`src/rtl/ifb_pkg.sv`:
```
package ifb_pkg;
  localparam int HW       = 16;
  localparam int WORD     = 32;
  localparam int LONG_BIT = 15;
  localparam int MEM_BIT  = 14;
endpackage

```
`src/rtl/ifb_window.sv`:
```
// Combines held halfwords with the word arriving at this edge.
module ifb_window
  import ifb_pkg::*;
#(
  parameter int NHW  = 4,
  parameter int CNTW = $clog2(NHW + 1)
) (
  input  logic [NHW-1:0][HW-1:0] held_hw,
  input  logic [CNTW-1:0]        held_cnt,
  input  logic                   arr_valid,
  input  logic                   arr_skip,
  input  logic [WORD-1:0]        arr_word,
  output logic [NHW-1:0][HW-1:0] win_hw,
  output logic [CNTW-1:0]        win_cnt
);
  logic [HW-1:0] first_arr;
  logic [HW-1:0] second_arr;
  logic          second_ok;

  assign first_arr  = arr_skip ? arr_word[WORD-1:HW] : arr_word[HW-1:0];
  assign second_arr = arr_word[WORD-1:HW];
  assign second_ok  = arr_valid && !arr_skip;
  assign win_cnt    = held_cnt + (arr_valid ? (arr_skip ? CNTW'(1) : CNTW'(2)) : CNTW'(0));

  for (genvar i = 0; i < NHW; i++) begin : g_slot
    localparam logic [CNTW-1:0] SLOT = CNTW'(i);
    assign win_hw[i] = (SLOT < held_cnt)                 ? held_hw[i] :
                       (SLOT == held_cnt)                ? (arr_valid ? first_arr : '0) :
                       (SLOT == held_cnt + CNTW'(1))     ? (second_ok ? second_arr : '0) :
                                                           '0;
  end
endmodule

```
`src/rtl/ifb_pick.sv`:
```
// Picks the head instruction, shifts the window, decides on a fetch.
module ifb_pick
  import ifb_pkg::*;
#(
  parameter int NHW  = 4,
  parameter int CNTW = $clog2(NHW + 1)
) (
  input  logic [NHW-1:0][HW-1:0] win_hw,
  input  logic [CNTW-1:0]        win_cnt,
  output logic                   complete,
  output logic                   head_long,
  output logic                   head_mem,
  output logic [WORD-1:0]        head_word,
  output logic [NHW-1:0][HW-1:0] rest_hw,
  output logic [CNTW-1:0]        rest_cnt,
  output logic                   fetch_ok
);
  logic [CNTW-1:0] used;

  assign head_long = win_hw[0][LONG_BIT];
  assign head_mem  = win_hw[0][MEM_BIT];
  assign complete  = (win_cnt >= CNTW'(1)) && (!head_long || win_cnt >= CNTW'(2));
  assign used      = complete ? (head_long ? CNTW'(2) : CNTW'(1)) : CNTW'(0);
  assign head_word = head_long ? {win_hw[1], win_hw[0]} : {{HW{1'b0}}, win_hw[0]};
  assign rest_cnt  = win_cnt - used;
  assign fetch_ok  = !(complete && head_mem) && (rest_cnt <= CNTW'(NHW - 2));

  for (genvar i = 0; i < NHW; i++) begin : g_shift
    if (i + 2 < NHW) begin : g_two
      assign rest_hw[i] = (used == CNTW'(2)) ? win_hw[i+2] :
                          (used == CNTW'(1)) ? win_hw[i+1] : win_hw[i];
    end else if (i + 1 < NHW) begin : g_one
      assign rest_hw[i] = (used == CNTW'(2)) ? '0 :
                          (used == CNTW'(1)) ? win_hw[i+1] : win_hw[i];
    end else begin : g_top
      assign rest_hw[i] = (used == CNTW'(0)) ? win_hw[i] : '0;
    end
  end
endmodule

```
`src/rtl/ifb_perf.sv`:
```
module ifb_perf #(
  parameter int CW = 16
) (
  input  logic          clk,
  input  logic          rst,
  input  logic          bump_issue,
  input  logic          bump_fnop,
  output logic [CW-1:0] n_issue,
  output logic [CW-1:0] n_fnop
);
  always_ff @(posedge clk) begin
    if (rst) begin
      n_issue <= '0;
      n_fnop  <= '0;
    end else begin
      if (bump_issue) n_issue <= n_issue + CW'(1);
      if (bump_fnop)  n_fnop  <= n_fnop + CW'(1);
    end
  end
endmodule

```
`src/rtl/ifb_frontend.sv`:
```
module ifb_frontend
  import ifb_pkg::*;
#(
  parameter int              AW         = 16,
  parameter int              BUF_BITS   = 64,
  parameter int              CW         = 16,
  parameter logic [AW-1:0]   RESET_ADDR = '0
) (
  input  logic            clk,
  input  logic            rst,
  input  logic            redirect_valid,
  input  logic [AW-1:0]   redirect_addr,
  output logic            mem_fetch_req,
  output logic [AW-1:0]   mem_fetch_addr,
  input  logic [WORD-1:0] mem_rdata,
  output logic            issue_valid,
  output logic            issue_fnop,
  output logic            issue_long,
  output logic            issue_mem,
  output logic [WORD-1:0] issue_word,
  output logic [CW-1:0]   perf_issued,
  output logic [CW-1:0]   perf_fnops
);
  localparam int NHW  = BUF_BITS / HW;
  localparam int CNTW = $clog2(NHW + 1);

  logic [NHW-1:0][HW-1:0] held_hw, win_hw, rest_hw;
  logic [CNTW-1:0]        held_cnt, win_cnt, rest_cnt;
  logic                   skip_q;
  logic [AW-1:0]          next_pc;
  logic                   complete, head_long, head_mem, fetch_ok;
  logic [WORD-1:0]        head_word;
  logic [AW-1:0]          target_word;
  logic                   unused_addr_bit0;

  assign target_word      = {redirect_addr[AW-1:2], 2'b00};
  assign unused_addr_bit0 = redirect_addr[0];

  ifb_window #(.NHW(NHW), .CNTW(CNTW)) u_window (
    .held_hw  (held_hw),
    .held_cnt (held_cnt),
    .arr_valid(mem_fetch_req),
    .arr_skip (skip_q),
    .arr_word (mem_rdata),
    .win_hw   (win_hw),
    .win_cnt  (win_cnt)
  );

  ifb_pick #(.NHW(NHW), .CNTW(CNTW)) u_pick (
    .win_hw   (win_hw),
    .win_cnt  (win_cnt),
    .complete (complete),
    .head_long(head_long),
    .head_mem (head_mem),
    .head_word(head_word),
    .rest_hw  (rest_hw),
    .rest_cnt (rest_cnt),
    .fetch_ok (fetch_ok)
  );

  ifb_perf #(.CW(CW)) u_perf (
    .clk       (clk),
    .rst       (rst),
    .bump_issue(!redirect_valid && complete),
    .bump_fnop (!redirect_valid && !complete),
    .n_issue   (perf_issued),
    .n_fnop    (perf_fnops)
  );

  always_ff @(posedge clk) begin
    if (rst) begin
      held_hw        <= '0;
      held_cnt       <= '0;
      skip_q         <= 1'b0;
      next_pc        <= RESET_ADDR;
      mem_fetch_req  <= 1'b0;
      mem_fetch_addr <= '0;
      issue_valid    <= 1'b0;
      issue_fnop     <= 1'b0;
      issue_long     <= 1'b0;
      issue_mem      <= 1'b0;
      issue_word     <= '0;
    end else if (redirect_valid) begin
      held_cnt       <= '0;
      skip_q         <= redirect_addr[1];
      mem_fetch_req  <= 1'b1;
      mem_fetch_addr <= target_word;
      next_pc        <= target_word + AW'(4);
      issue_valid    <= 1'b0;
      issue_fnop     <= 1'b0;
      issue_long     <= 1'b0;
      issue_mem      <= 1'b0;
      issue_word     <= '0;
    end else begin
      held_hw       <= rest_hw;
      held_cnt      <= rest_cnt;
      skip_q        <= 1'b0;
      mem_fetch_req <= fetch_ok;
      if (fetch_ok) begin
        mem_fetch_addr <= next_pc;
        next_pc        <= next_pc + AW'(4);
      end
      issue_valid <= 1'b1;
      issue_fnop  <= !complete;
      issue_long  <= complete && head_long;
      issue_mem   <= complete && head_mem;
      issue_word  <= complete ? head_word : '0;
    end
  end
endmodule

```
`config.mk`:
```
export PLATFORM = sky130hd
export DESIGN_NAME = ifb_frontend
export DESIGN_NICKNAME = d
export VERILOG_FILES = /design/src/rtl/ifb_pkg.sv /design/src/rtl/ifb_window.sv /design/src/rtl/ifb_pick.sv /design/src/rtl/ifb_perf.sv /design/src/rtl/ifb_frontend.sv
export SDC_FILE = /design/constraint.sdc
export NUM_CORES = 1
export LEC_CHECK = 0
export BUFFER_PORTS_ARGS = -buffer_cell sky130_fd_sc_hd__clkbuf_2
export CAP_MARGIN = 10
export CORE_MARGIN = 2
export CORE_UTILIZATION = 30
export DETAILED_ROUTE_END_ITERATION = 10
export GPL_TIMING_DRIVEN = 0
export SLEW_MARGIN = 20
export SYNTH_ARGS = -nofsm -noshare
export SYNTH_HDL_FRONTEND = slang
export SYNTH_SLANG_ARGS = --single-unit
```
`constraint.sdc`:
```
create_clock -name clk -period 6 [get_ports clk]
set_input_delay 0.3 -clock clk [delete_from_list [all_inputs] [get_ports clk]]
set_output_delay 0.3 -clock clk [all_outputs]
set_load 0.01 [all_outputs]
```
==> flow_metrics.py <==
metrics = {
    "global_routing": {
        "grt_pass1_wl_um": 42200,
        "first_global_vias": 7879,
        "grt.busiest_layer": "met2",
        "grt_usage_pct": 18.6,
        "grtUsageMet2_pct": 31.6,
        "antenna_found_initial": 0,
        "grt_max_degree": 17,
        "met1_usage_pct": 23.5,
        "grt_use_met3_pct": 3.44,
        "overflow": 0,
    },
    "cts": {
        "cts_hold_buf": 0,
        "clockBufferDepth": 2,
        "clk-insertion-delay-late_ps": 440,
        "ctsResizeCount": 0,
        "cts_tree": "built",
        "htreeDepth": 4,
        "cts_buffers": 17,
        "ctsRootBufferMaster": "clkbuf_16",
        "clk_pin_slew_ps": 70,
        "post_cts_buffers": 0,
        "clock_sinks": 165,
    },
    "worst_setup_path": {
        "crit_type": "reg2reg",
        "worstPathMaxFanout": 10,
        "cp-endpoint": "next_pc[7]",
        "arrival_ps": 5650,
        "critPathRequiredTime_ps": 6370,
        "timing.rr.start": "skip_q",
        "reg2regPathDepth": 15,
        "crit_path_end_kind": "flip-flop",
        "crit_start": "skip_q",
        "r2r_slack_ps": 720,
        "crit_path_start_kind": "flip-flop",
        "timing.rr.end": "next_pc[7]",
    },
    "power": {
        "ir_drop_v": 0.000289,
        "p_leak_nw": 3.94,
        "powerDensity_nw_per_um2": 511,
    },
    "floorplanning": {
        "core_um2": 27100,
        "rows": 60,
        "die_height_um": 170,
        "initial_utilization_pct": 30.6,
        "fp.dieW_um": 170,
        "die-area_um2": 29000,
        "io_pins": 136,
    },
    "yosys": {
        "synth_flop_cell": "dfxtp_1",
        "synthTopCellsByCount": "165 x dfxtp_1, 125 x nor2_1, 108 x nand2_1, 57 x nand3_1, 43 x clkbuf_1",
        "synth_top_area_share_pct": 39.8,
        "ys_ff_latch": 165,
        "ys_warn_count": 0,
        "synth.top_cells.by_area": "dfxtp_1 40%, nor2_1 5.7%, nand2_1 4.9%",
        "synth_area_per_cell_um2": 8.53,
        "syn_inst": 973,
        "yosysTopAreaCell": "dfxtp_1",
        "synth_edf_count": 0,
        "synth-seq-area-share_pct": 39.8,
        "ys_async_sr_fraction_pct": 0,
        "synth_area_um2": 8300,
        "ys_types": 70,
        "synth_most_common_cell": "dfxtp_1",
    },
    "finish": {
        "layout.cells.non_filler": 1510,
        "drive_gt1_share_pct": 19.8,
        "insertedDiodeCount": 0,
        "fin_util_pct": 36.9,
        "synthToLayoutAreaGrowth_pct": 20.5,
        "fin_nets": 1184,
    },
    "detailed_routing": {
        "drc_errors": 0,
        "drtIter0Drc": 738,
        "vias": 8036,
        "vias_per_cell": 5.32,
        "wirelength_um": 26800,
        "avgRoutedWirePerCell_um": 17.8,
        "antenna_left": 0,
        "first_pass_iters": 6,
    },
    "sta": {
        "hold_slack_ps": 59.9,
        "fin_worst_skew_ps": 15.2,
        "slew_headroom_pct": 23.9,
        "setup_viol": 0,
        "period_share_pct": 88.1,
        "finalCriticalPeriod_ps": 5280,
        "fmax_ghz": 0.189,
        "layout_setup_ws_ps": 717,
        "final-max-slew-violation-count": 0,
        "finalHoldViolCount": 0,
        "setup_tns_ps": 0,
        "tightest_slew_ps": 1130,
        "rsz0062_at_grt": "false",
    },
    "placed_design": {
        "place_congestion": 0.870,
        "port_buffers": 132,
        "post-place-ws_ps": 782,
        "dp_cells": 1478,
        "hpwl_um": 20400,
    },
    "run": {
        "drv_cap": 0,
    },
    "worst_hold_path": {
        "hp-class": "in2reg",
    },
    "status": {
        "status": "complete, no violations",
    },
}
## state kept, by name (all words and copies together), names as in the netlist
signal / count
held_cnt: 3
held_hw: 64
issue_fnop: 1
issue_long: 1
issue_mem: 1
issue_valid: 1
issue_word: 32
mem_fetch_addr: 14
mem_fetch_req: 1
next_pc: 14
skip_q: 1
u_perf.n_fnop: 16
u_perf.n_issue: 16
## placed cells by master (no fill, tap or decap), drive strengths merged, types with 17 or more instances in the layout
cell / instances
mux2i: 24
a21oi: 35
o221ai: 20
xnor2: 19
a22o: 31
o21ai: 44
nor2: 125
nand3: 58
dfxtp: 165
buf: 31
xor2: 26
o211ai: 39
clkbuf: 193
nand2: 109
mux2: 18
inv: 17
## worst min path at each step
stage	start	endpoint	slack [ps]	depth (start not counted)
3_3_place_gp	held_hw[47]	held_hw[47]	440	2
4_1_cts	redirect_addr[1]	skip_q	50	2
6_report	redirect_addr[1]	skip_q	60	2
5_1_grt	redirect_addr[1]	skip_q	60	2
3_5_place_dp	mem_fetch_addr[3]	mem_fetch_addr[3]	450	2
2_1_floorplan	redirect_addr[1]	skip_q	420	1
## cells by family after synthesis
kind of cell,count (synthesis),synth area share (%)
flip-flops,165,39.8
AO/OA/AOI/OAI,259,23.5
XOR/XNOR,46,5.02
buffers and inverters,87,4.60
other,1,0.0452
adder cells (fa/ha/maj),8,1.39
multiplexers,42,5.33
AND/OR/NAND/NOR,365,20.3
## cell type report
cell class              instances  area [um2]
plain buffers                  74         333
repair buffers                132         661
clock buffers                  18         429
clock inverters                14         143
fillers                      2845       17100
well taps                     372         465
multi-input cells             722        4620
inverters                      13        48.8
flip-flops and latches        165        3300
## metal layers
metal  vias to the layer above  share of wire, %
li1                       3839                 -
met1                      3835                43
met2                       312                48
met3                        50               6.2
met4                         0               2.7
met5                         -                 0
## metrics by stage
step	total power, mW	instance area [um2]
after floorplan	3.25	8310
final	5.11	10000
after detailed placement	4.00	9430
after global routing	5.45	10000
after CTS	5.11	10000
after global placement	3.98	9430
## power by group
group          leakage (nW)  internal, mW  total, mW  switching [mW]
clock network         0.281         0.585       1.09           0.506
logic                  2.32         0.853       2.55            1.70
registers              1.34          1.33       1.47           0.135
total                  3.94          2.77       5.11            2.34
## worst max-delay path, cell delays in order (launching register included)
cell	delay, ps
dfxtp_1	300
buf_2	170
nor2b_1	260
clkbuf_1	400
buf_1	540
fa_1	540
nor2_1	620
or2_2	240
inv_1	80
fa_1	440
xnor3_1	320
o21ai_0	320
o21ai_4	430
buf_2	310
nand2_1	80
a21oi_1	140
Note: power is estimated with default switching activity, not from simulation.
